`src/rtl/otp_pkg.sv`:
```
package otp_pkg;
   localparam int DATA_W   = 32;
   localparam int NUM_REGS = 15;

   // word slots; the data-out gating depends on the fixed slots below
   localparam int SLOT_ADDR      = 0;
   localparam int SLOT_ADDR_IO   = 1;
   localparam int SLOT_ADDR_STB  = 2;
   localparam int SLOT_CHIP_EN   = 3;
   localparam int SLOT_CLK_CTL   = 4;
   localparam int SLOT_DATA_IN   = 5;
   localparam int SLOT_DATA_OUT  = 6;
   localparam int SLOT_DATA_STB  = 7;
   localparam int SLOT_PROG      = 8;
   localparam int SLOT_TEST_CTL  = 9;
   localparam int SLOT_TEST_MODE = 10;
   localparam int SLOT_TEST_REP  = 11;
   localparam int SLOT_TEST_RD   = 12;
   localparam int SLOT_TRIM      = 13;
   localparam int SLOT_WR_EN     = 14;

   localparam logic [DATA_W-1:0] IDLE_READ = 32'h0000_00FF;
   localparam logic [DATA_W-1:0] BLANK_FUSE = '1;

   typedef logic [DATA_W-1:0] word_t;
endpackage

```
`src/rtl/otp_addr_dec.sv`:
```
module otp_addr_dec
   import otp_pkg::*;
#(
   parameter int BUS_AW = 8,
   parameter int NREG   = NUM_REGS,
   localparam int IW    = $clog2(NREG),
   localparam int WW    = BUS_AW - 2
) (
   input  logic [BUS_AW-1:0] addr,
   output logic              hit,
   output logic [IW-1:0]     slot
);
   logic [WW-1:0] word;
   logic          aligned;

   assign word    = addr[BUS_AW-1:2];
   assign aligned = (addr[1:0] == 2'b00);
   assign hit     = aligned && (word <= WW'(NREG - 1));
   assign slot    = word[IW-1:0];
endmodule

```
`src/rtl/otp_ctrl_regs.sv`:
```
module otp_ctrl_regs
   import otp_pkg::*;
#(
   parameter int NREG    = NUM_REGS,
   parameter int FUSE_AW = 12,
   localparam int IW     = $clog2(NREG)
) (
   input  logic                         clk,
   input  logic                         rst_n,
   input  logic                         wr,
   input  logic                         hit,
   input  logic [IW-1:0]                slot,
   input  word_t                        wdata,
   output logic [NREG-1:0][DATA_W-1:0]  regs
);
   localparam word_t ADDR_KEEP = word_t'((64'd1 << FUSE_AW) - 64'd1);

   genvar g;
   generate
      for (g = 0; g < NREG; g++) begin : g_slot
         logic sel;
         assign sel = wr && hit && (slot == IW'(g));
         if (g == SLOT_DATA_OUT) begin : g_ro
            // read-only slot: the read mux supplies its value
            assign regs[g] = '0;
         end else if (g == SLOT_ADDR) begin : g_addr
            always_ff @(posedge clk or negedge rst_n) begin
               if (!rst_n)   regs[g] <= '0;
               else if (sel) regs[g] <= wdata & ADDR_KEEP;
            end
            // stored address keeps only the index bits of the write
            p_addr_mask_r3: assert property (@(posedge clk) disable iff (!rst_n)
               sel |=> regs[g] == ($past(wdata) & ADDR_KEEP));
         end else begin : g_plain
            always_ff @(posedge clk or negedge rst_n) begin
               if (!rst_n)   regs[g] <= '0;
               else if (sel) regs[g] <= wdata;
            end
         end
      end
   endgenerate

   // writes outside the map leave all registers alone
   p_drop_unmapped_r7: assert property (@(posedge clk) disable iff (!rst_n)
      (wr && !hit) |=> $stable(regs));
   // a write to the data-out slot leaves all registers alone
   p_dout_ro_r6: assert property (@(posedge clk) disable iff (!rst_n)
      (wr && hit && slot == IW'(SLOT_DATA_OUT)) |=> $stable(regs));
endmodule

```
`src/rtl/otp_fuse_rom.sv`:
```
module otp_fuse_rom
   import otp_pkg::*;
#(
   parameter int    FUSE_AW     = 12,
   parameter int    SERIAL_ADDR = 'hFC,
   parameter word_t SERIAL      = '0,
   parameter bit    SERIAL_EN   = 1'b1
) (
   input  logic [FUSE_AW-1:0] idx,
   output word_t              fuse
);
   localparam logic [FUSE_AW-1:0] SER_IDX = FUSE_AW'(SERIAL_ADDR);
   localparam logic [FUSE_AW-1:0] CHK_IDX = FUSE_AW'(SERIAL_ADDR + 1);

   generate
      if (SERIAL_EN) begin : g_serial
         always_comb begin
            if (idx == SER_IDX)      fuse = SERIAL;
            else if (idx == CHK_IDX) fuse = ~SERIAL;
            else                     fuse = BLANK_FUSE;
         end
      end else begin : g_blank
         assign fuse = BLANK_FUSE;
      end
   endgenerate
endmodule

```
`src/rtl/otp_rd_mux.sv`:
```
module otp_rd_mux
   import otp_pkg::*;
#(
   parameter int NREG   = NUM_REGS,
   parameter int EN_BIT = 0,
   localparam int IW    = $clog2(NREG)
) (
   input  logic                        clk,
   input  logic                        rst_n,
   input  logic                        rd,
   input  logic                        hit,
   input  logic [IW-1:0]               slot,
   input  logic [NREG-1:0][DATA_W-1:0] regs,
   input  word_t                       fuse,
   output word_t                       rdata
);
   logic  dout_en;
   word_t rd_next;

   assign dout_en = regs[SLOT_CHIP_EN][EN_BIT]
                  & regs[SLOT_DATA_STB][EN_BIT]
                  & regs[SLOT_TRIM][EN_BIT];

   always_comb begin
      if (!hit)                             rd_next = '0;
      else if (slot == IW'(SLOT_DATA_OUT))  rd_next = dout_en ? fuse : IDLE_READ;
      else                                  rd_next = regs[slot];
   end

   always_ff @(posedge clk or negedge rst_n) begin
      if (!rst_n)  rdata <= '0;
      else if (rd) rdata <= rd_next;
   end

   // no read, no change on the read bus
   p_rd_hold_r8: assert property (@(posedge clk) disable iff (!rst_n)
      !rd |=> $stable(rdata));
   // unmapped reads give zero
   p_unmapped_zero_r7: assert property (@(posedge clk) disable iff (!rst_n)
      (rd && !hit) |=> rdata == '0);
   // data-out with any enable low gives the idle pattern
   p_dout_idle_r4: assert property (@(posedge clk) disable iff (!rst_n)
      (rd && hit && slot == IW'(SLOT_DATA_OUT) &&
       !(regs[SLOT_CHIP_EN][EN_BIT] && regs[SLOT_DATA_STB][EN_BIT] &&
         regs[SLOT_TRIM][EN_BIT])) |=> rdata == IDLE_READ);
endmodule

```
`src/rtl/otp_fuse_regif.sv`:
```
module otp_fuse_regif
   import otp_pkg::*;
#(
   parameter int    BUS_AW      = 8,
   parameter int    FUSE_DEPTH  = 4096,
   parameter int    SERIAL_ADDR = 'hFC,
   parameter word_t SERIAL      = '0,
   parameter bit    SERIAL_EN   = 1'b1,
   parameter int    EN_BIT      = 0
) (
   input  logic              clk,
   input  logic              rst_n,
   input  logic [BUS_AW-1:0] bus_addr,
   input  logic              bus_wr,
   input  logic [31:0]       bus_wdata,
   input  logic              bus_rd,
   output logic [31:0]       bus_rdata
);
   localparam int FUSE_AW = $clog2(FUSE_DEPTH);
   localparam int IW      = $clog2(NUM_REGS);

   generate
      if ((FUSE_DEPTH < 2) || ((FUSE_DEPTH & (FUSE_DEPTH - 1)) != 0)) begin : g_bad_depth
         $error("FUSE_DEPTH must be a power of two of at least 2");
      end
      if ((SERIAL_ADDR < 0) || (SERIAL_ADDR >= FUSE_DEPTH)) begin : g_bad_serial
         $error("SERIAL_ADDR must lie inside the fuse array");
      end
      if (BUS_AW < 6) begin : g_bad_bus
         $error("BUS_AW too narrow for the register map");
      end
      if ((EN_BIT < 0) || (EN_BIT >= DATA_W)) begin : g_bad_en
         $error("EN_BIT outside the data word");
      end
   endgenerate

   logic                          hit;
   logic [IW-1:0]                 slot;
   logic [NUM_REGS-1:0][DATA_W-1:0] regs;
   word_t                         fuse;

   otp_addr_dec #(.BUS_AW(BUS_AW), .NREG(NUM_REGS)) u_dec (
      .addr (bus_addr),
      .hit  (hit),
      .slot (slot)
   );

   otp_ctrl_regs #(.NREG(NUM_REGS), .FUSE_AW(FUSE_AW)) u_regs (
      .clk   (clk),
      .rst_n (rst_n),
      .wr    (bus_wr),
      .hit   (hit),
      .slot  (slot),
      .wdata (bus_wdata),
      .regs  (regs)
   );

   otp_fuse_rom #(
      .FUSE_AW     (FUSE_AW),
      .SERIAL_ADDR (SERIAL_ADDR),
      .SERIAL      (SERIAL),
      .SERIAL_EN   (SERIAL_EN)
   ) u_rom (
      .idx  (regs[SLOT_ADDR][FUSE_AW-1:0]),
      .fuse (fuse)
   );

   otp_rd_mux #(.NREG(NUM_REGS), .EN_BIT(EN_BIT)) u_rd (
      .clk   (clk),
      .rst_n (rst_n),
      .rd    (bus_rd),
      .hit   (hit),
      .slot  (slot),
      .regs  (regs),
      .fuse  (fuse),
      .rdata (bus_rdata)
   );

   // read paired with a write to the same register returns the old value
   p_read_before_write_r9: assert property (@(posedge clk) disable iff (!rst_n)
      (bus_rd && bus_wr && hit && slot == IW'(SLOT_DATA_IN))
      |=> bus_rdata == $past(regs[SLOT_DATA_IN]));
endmodule

```
`config.mk`:
```
export PLATFORM = sky130hd
export DESIGN_NAME = otp_fuse_regif
export DESIGN_NICKNAME = d
export VERILOG_FILES = /design/src/rtl/otp_pkg.sv /design/src/rtl/otp_addr_dec.sv /design/src/rtl/otp_ctrl_regs.sv /design/src/rtl/otp_fuse_rom.sv /design/src/rtl/otp_rd_mux.sv /design/src/rtl/otp_fuse_regif.sv
export SDC_FILE = /design/constraint.sdc
export NUM_CORES = 1
export LEC_CHECK = 0
export BUFFER_PORTS_ARGS = -buffer_cell sky130_fd_sc_hd__buf_2
export CAP_MARGIN = 10
export CORE_ASPECT_RATIO = 1.2
export CORE_UTILIZATION = 62
export DETAILED_ROUTE_END_ITERATION = 10
export PLACE_DENSITY = 0.88
export RECOVER_POWER = 25
export SYNTH_ARGS = -nofsm -noshare
export SYNTH_HDL_FRONTEND = slang
export SYNTH_SLANG_ARGS = --single-unit
export TNS_END_PERCENT = 1
```
`constraint.sdc`:
```
create_clock -name clk -period 2 [get_ports clk]
set_input_delay 0.4 -clock clk [delete_from_list [all_inputs] [get_ports clk]]
set_output_delay 0.4 -clock clk [all_outputs]
set_load 0.05 [all_outputs]
```
* Yosys cells after proc, flatten, opt, wreduce, memory -nomap -nowiden
Cells that the tools add are included.
Operators by class: eq/ne operators 15, reductions and logical operators 18, magnitude comparators 2, bitwise gates (word level) 2, mux-type cells 6
Operators by type and width (number):
- $mux 32 | 5
- $bmux 32 s4 | 1
- $eq 4x4->1 const B | 7
- $eq 4x3->1 const B | 4
- $logic_and 1x1->1 | 16
- $eq 12x8->1 const B | 1
- $eq 4x2->1 const B | 2
- $le 6x4->1 const B | 1
- $lt 4x5->1 const B | 1
- $eq 4x1->1 const B | 1
- $logic_not 4->1 | 1
- $and 1x1->1 | 2
- $logic_not 2->1 | 1
Word-level totals: input port bits 44, register bits 460, output and inout port bits 32

* Logic depth before layout (Yosys ltp)
depth in word-level cells 5, depth in mapped cells 7

* By module
A second synthesis with hierarchy kept.
Second synthesis, totals: cell total of the unflattened synthesis 1511, area total of the unflattened synthesis 22157.5 µm²
By module, submodules not included:
- otp_ctrl_regs | instances 1, area an instance 16524.6 µm², cells each 1008, sequential area each 10710.3 µm²
- otp_rd_mux | instances 1, area an instance 5313.8 µm², cells each 462, sequential area each 800.8 µm²
- otp_fuse_rom | instances 1, area an instance 272.8 µm², cells each 35, sequential area each 0.0 µm²
- otp_addr_dec | instances 1, area an instance 46.3 µm², cells each 6, sequential area each 0.0 µm²

* Worst setup path after synthesis
OpenSTA, ideal clock, no wires.
path kind input to register, start point input port bus_addr[1], end point register u_regs.regs[226] (netlist name), arrival 1.961 ns, buffers on the path 2, data required time 1.872 ns, path slack -0.088 ns, stages 6, cells stage by stage or4_1 > buf_2 > nor3_2 > nand3_1 > buf_2 > mux2_1
Between the ends: word-level cells in the longest chain between the ends 4
Ends and longest elaborated chain:
- from (decl) | RTL line otp_fuse_regif.sv:13 | input logic [BUS_AW-1:0] bus_addr,
- $logic_not 2->1 | RTL line otp_addr_dec.sv:17 | assign aligned = (addr[1:0] == 2'b00);
- $logic_and 1x1->1 | RTL line otp_addr_dec.sv:18 | assign hit = aligned && (word <= WW'(NREG - 1));
- $logic_and 1x1->1 (2 in a row) | RTL line otp_ctrl_regs.sv:22 | assign sel = wr && hit && (slot == IW'(g));
- to (signal, indexed assignment) | RTL line otp_ctrl_regs.sv:37 | else if (sel) regs[g] <= wdata;
- to (decl) | RTL line otp_ctrl_regs.sv:14 | output logic [NREG-1:0][DATA_W-1:0] regs
No other way between the ends. A chain may end at the register's enable or synchronous reset.

* Worst setup path in the final report
start point register u_regs.regs[6] (netlist name), end point register u_rd.rdata[22]
Between the ends: word-level cells in the longest chain between the ends 5
Ends and longest elaborated chain:
- from (signal, indexed assignment) | RTL line otp_ctrl_regs.sv:29 | else if (sel) regs[g] <= wdata & ADDR_KEEP;
- $eq 12x8->1 | RTL line otp_fuse_rom.sv:18 | if (idx == SER_IDX) fuse = SERIAL;
- $mux 32 | RTL line otp_fuse_rom.sv:18
- $mux 32 (2 in a row) | RTL line otp_rd_mux.sv:26 | else if (slot == IW'(SLOT_DATA_OUT)) rd_next = dout_en ? fuse : IDLE_READ;
- $mux 32 | RTL line otp_rd_mux.sv:25 | if (!hit) rd_next = '0;
- to (signal assigned) | RTL line otp_rd_mux.sv:32 | else if (rd) rdata <= rd_next;
- to (decl) | RTL line otp_rd_mux.sv:15 | output word_t rdata
No other way between the ends.

==> metrics.txt <==
# TYPE chip_impl_metric gauge
chip_impl_info{name="cts_tree",value="yes"} 1
chip_impl_metric{name="num_rows",unit=""} 73
chip_impl_metric{name="worstPathArrival",unit="ns"} 2.26
chip_impl_metric{name="nNetsFinal",unit=""} 1703
chip_impl_info{name="clock-root-buffer",value="sky130_fd_sc_hd__clkbuf_16"} 1
chip_impl_metric{name="cp_max_fo",unit=""} 24
chip_impl_metric{name="final_layout_size_suffix_gt1_share",unit="%"} 44.9
chip_impl_metric{name="drt_drc",unit=""} 0
chip_impl_metric{name="cts.htree.levels",unit=""} 2
chip_impl_info{name="synth_top_cell_by_area",value="sky130_fd_sc_hd__dfrtp_1"} 1
chip_impl_metric{name="timing.max_slew.rel_slack",unit="%"} 27.7
chip_impl_metric{name="die_area",unit="sq um"} 35000
chip_impl_metric{name="ys_async_sr_fraction",unit="%"} 100
chip_impl_metric{name="finish.cell_count_without_fillers",unit=""} 2143
chip_impl_metric{name="grt_use_met3",unit="%"} 5.47
chip_impl_metric{name="port_buffers",unit=""} 75
chip_impl_metric{name="clkSlewWorstSetupHoldPaths",unit="ns"} 0.06
chip_impl_metric{name="irDropWorstVdd",unit="mV"} 0.541
chip_impl_info{name="rsz0062_at_grt",value="no"} 1
chip_impl_metric{name="die_height",unit="microns"} 205
chip_impl_info{name="worstSetupStartpointType",value="flip-flop"} 1
chip_impl_metric{name="avgSynthCellArea",unit="sq um"} 13.5
chip_impl_info{name="critical_path.endpoint_type",value="flip-flop"} 1
chip_impl_metric{name="grt.met1_usage",unit="%"} 41.8
chip_impl_metric{name="grt_remaining_overflow",unit=""} 0
chip_impl_metric{name="post-place-cells",unit=""} 2062
chip_impl_metric{name="fmaxAchievable",unit="MHz"} 547
chip_impl_metric{name="grt_pass1_vias",unit=""} 15800
chip_impl_metric{name="placed_area",unit="sq um"} 23000
chip_impl_metric{name="fin_area",unit="sq um"} 24600
chip_impl_metric{name="power_leakage",unit="uW"} 0.0125
chip_impl_metric{name="detailroute.via_count",unit=""} 14500
chip_impl_info{name="worst_setup_path_startpoint",value="u_regs.regs[6]"} 1
chip_impl_metric{name="synth-edff-count",unit=""} 0
chip_impl_metric{name="clock-skew-final",unit="ns"} 0.0271
chip_impl_metric{name="report.final.hold_viol_count",unit=""} 0
chip_impl_metric{name="drt-wirelength-per-cell",unit="microns"} 26.5
chip_impl_metric{name="vias_per_cell",unit=""} 6.78
chip_impl_info{name="gr-max-usage-layer",value="met2"} 1
chip_impl_metric{name="power_density_relative_to_cell_area",unit="nW/um^2"} 864
chip_impl_metric{name="yosysSeqAreaShare",unit="%"} 54.2
chip_impl_metric{name="synthDominantCellAreaShare",unit="%"} 54.2
chip_impl_metric{name="setup_viol",unit=""} 0
chip_impl_metric{name="max-cap-violations",unit=""} 0
chip_impl_info{name="outcome",value="finished clean"} 1
chip_impl_metric{name="final_period_minus_worst_setup_slack",unit="ns"} 1.83
chip_impl_metric{name="drt_first_pass_iters",unit=""} 6
chip_impl_info{name="synthMostInstantiatedCell",value="sky130_fd_sc_hd__mux2_2"} 1
chip_impl_metric{name="clkSinkCount",unit=""} 460
chip_impl_info{name="cp_cell_sequence",value="nor4bb_1 -> nand3_1 -> a31oi_4 -> buf_12 -> a211oi_1"} 1
chip_impl_metric{name="groute.usage.overall",unit="%"} 33.7
chip_impl_metric{name="worst_pin_slew",unit="ns"} 1.08
chip_impl_metric{name="grt_start_max_net_pins",unit=""} 87
chip_impl_metric{name="critical_path_required",unit="ns"} 2.43
chip_impl_info{name="postSynth.topFlopCell",value="sky130_fd_sc_hd__dfrtp_1"} 1
chip_impl_metric{name="antenna_cells",unit=""} 0
chip_impl_metric{name="clock_insertion_delay_worst_skew",unit="ns"} 0.57
chip_impl_metric{name="syn-num-nets",unit=""} 1616
chip_impl_metric{name="num_io_pins",unit=""} 76
chip_impl_metric{name="post_synth_instance_area",unit="sq um"} 21200
chip_impl_metric{name="number_of_distinct_library_cells_after_synthesis",unit=""} 39
chip_impl_info{name="rr_endpoint",value="u_rd.rdata[22]"} 1
chip_impl_metric{name="setup_total_negative_slack",unit="ns"} 0
chip_impl_metric{name="cts_hold_fix_bufs",unit=""} 1
chip_impl_info{name="cp_slowest_cell",value="sky130_fd_sc_hd__nor4bb_1"} 1
chip_impl_metric{name="ant_nets",unit=""} 0
chip_impl_metric{name="postCtsSetupBuffers",unit=""} 0
chip_impl_metric{name="met2_usage",unit="%"} 56.7
chip_impl_metric{name="drv_slew",unit=""} 0
chip_impl_metric{name="die_width",unit="microns"} 171
chip_impl_metric{name="number_of_buffers_created_by_cts",unit=""} 44
chip_impl_metric{name="grt_antenna_before_repair",unit=""} 0
chip_impl_metric{name="relative_area_change_from_synthesis_to_final_layout",unit="%"} 15.9
chip_impl_info{name="r2r-start",value="u_regs.regs[6]"} 1
chip_impl_metric{name="syn-instance-count",unit=""} 1572
chip_impl_metric{name="detailed_place_hpwl",unit="microns"} 33500
chip_impl_info{name="critPathKind",value="reg2reg"} 1
chip_impl_metric{name="placeableCoreArea",unit="sq um"} 33400
chip_impl_metric{name="cts_repair_resize_count",unit=""} 0
chip_impl_metric{name="regToRegSetupSlack",unit="ns"} 0.17
chip_impl_metric{name="worst-r2r-cell-count",unit=""} 5
chip_impl_metric{name="share_of_the_clock_period_used_by_the_worst_path",unit="%"} 91.4
chip_impl_metric{name="final_wl",unit="microns"} 56700
chip_impl_info{name="endpoint",value="u_rd.rdata[22]"} 1
chip_impl_metric{name="detail_route.iter0.violations",unit=""} 1338
chip_impl_info{name="synth.area.top_cells",value="sky130_fd_sc_hd__dfrtp_1, sky130_fd_sc_hd__mux2_2, sky130_fd_sc_hd__mux2i_1, sky130_fd_sc_hd__a221oi_1, sky130_fd_sc_hd__a22oi_1"} 1
chip_impl_info{name="hp-class",value="in2reg"} 1
chip_impl_metric{name="start_util",unit="%"} 63.5
chip_impl_metric{name="postSynthRegisterBits",unit=""} 460
chip_impl_metric{name="cts_max_path_buffers",unit=""} 3
chip_impl_info{name="hold_path_startpoint",value="bus_wdata[13]"} 1
chip_impl_metric{name="grt_pass1_wl",unit="microns"} 89200
chip_impl_metric{name="synth.yosys.warnings",unit=""} 0
chip_impl_info{name="synth.cells.most_frequent",value="sky130_fd_sc_hd__mux2_2, sky130_fd_sc_hd__dfrtp_1, sky130_fd_sc_hd__mux2i_1"} 1
chip_impl_metric{name="place_congestion",unit=""} 0.844
chip_impl_metric{name="critical-path-max-stage-delay",unit="ns"} 0.44
flip-flops by register name, indices dropped and copies added (netlist names):
| signal | flops |
|---|---|
| u_regs.regs | 428 |
| u_rd.rdata | 32 |
metrics by stage:
step / hold slack [ns] / setup slack [ns] / utilization (%) / total power [uW]
final: 0.252 / 0.172 / 73.6 / 21300
after floorplan: 0.104 / -0.0349 / - / 11100
after global routing: 0.271 / 0.0430 / 73.6 / 21800
after detailed placement: 0.299 / -0.322 / 68.7 / 12000
after CTS: 0.240 / 0.202 / 73.7 / 21300
after global placement: 0.303 / -0.271 / 68.7 / 11800
how the worst min path moves through the flow:
stage	endpoint	slack, ns	cells after the start
3_5_place_dp	u_regs.regs[136]	0.30	1
4_1_cts	u_regs.regs[365]	0.24	2
2_1_floorplan	u_rd.rdata[0]	0.10	0
6_report	u_regs.regs[301]	0.25	2
3_3_place_gp	u_regs.regs[136]	0.30	1
5_1_grt	u_regs.regs[301]	0.27	2
routing by layer:
| layer | up-vias | part of all wire [%] |
|---|---|---|
| met3 | 201 | 7.6 |
| met4 | 0 | 4.7 |
| li1 | 6019 | - |
| met5 | - | 0 |
| met1 | 7514 | 37 |
| met2 | 789 | 50 |
cell families after synthesis:
| logic type | synth area share (%) |
|---|---|
| buffers and inverters | 3.41 |
| multiplexers | 31.1 |
| flip-flops | 54.2 |
| AO/OA/AOI/OAI | 8.49 |
| XOR/XNOR | 0.0413 |
| AND/OR/NAND/NOR | 2.73 |
report_power, final:
part           switching, uW  leakage [uW]  internal [uW]
Combinational           1080       0.00532            816
Clock                   3630      0.000798           5780
Sequential               244       0.00635           9720
worst max-delay path: cells and delay by family (launching register included):
family / cells / cell delay [ns]
and+or+nand+nor: 2 / 0.68
DFF: 1 / 0.39
AOI/OAI and AO/OA: 2 / 0.36
buffers and inverters: 1 / 0.25
layout by cell type, fill, tap and decap left out, types with 34 or more instances in the layout:
| master | synthesis | final |
|---|---|---|
| sky130_fd_sc_hd__buf_4 | 0 | 69 |
| sky130_fd_sc_hd__dfrtp_1 | 460 | 460 |
| sky130_fd_sc_hd__clkbuf_16 | 0 | 46 |
| sky130_fd_sc_hd__a22oi_1 | 42 | 42 |
| sky130_fd_sc_hd__a221oi_1 | 53 | 53 |
| sky130_fd_sc_hd__mux2_2 | 479 | 479 |
| sky130_fd_sc_hd__mux2i_1 | 119 | 119 |
| sky130_fd_sc_hd__buf_2 | 44 | 72 |
| sky130_fd_sc_hd__buf_12 | 0 | 35 |
| sky130_fd_sc_hd__inv_1 | 34 | 34 |
| sky130_fd_sc_hd__nand2b_1 | 37 | 36 |
area by class of cell:
type                       count  area (sq um)
fill                        1946          8830
timing repair buffer         185          1650
tap                          450           563
sequential                   460         11500
inverter                      34           128
clock inverter                22           390
clock buffer                  58          1270
multi-input combinational    934          9100
No activity file was read; power rests on OpenSTA's default activity.
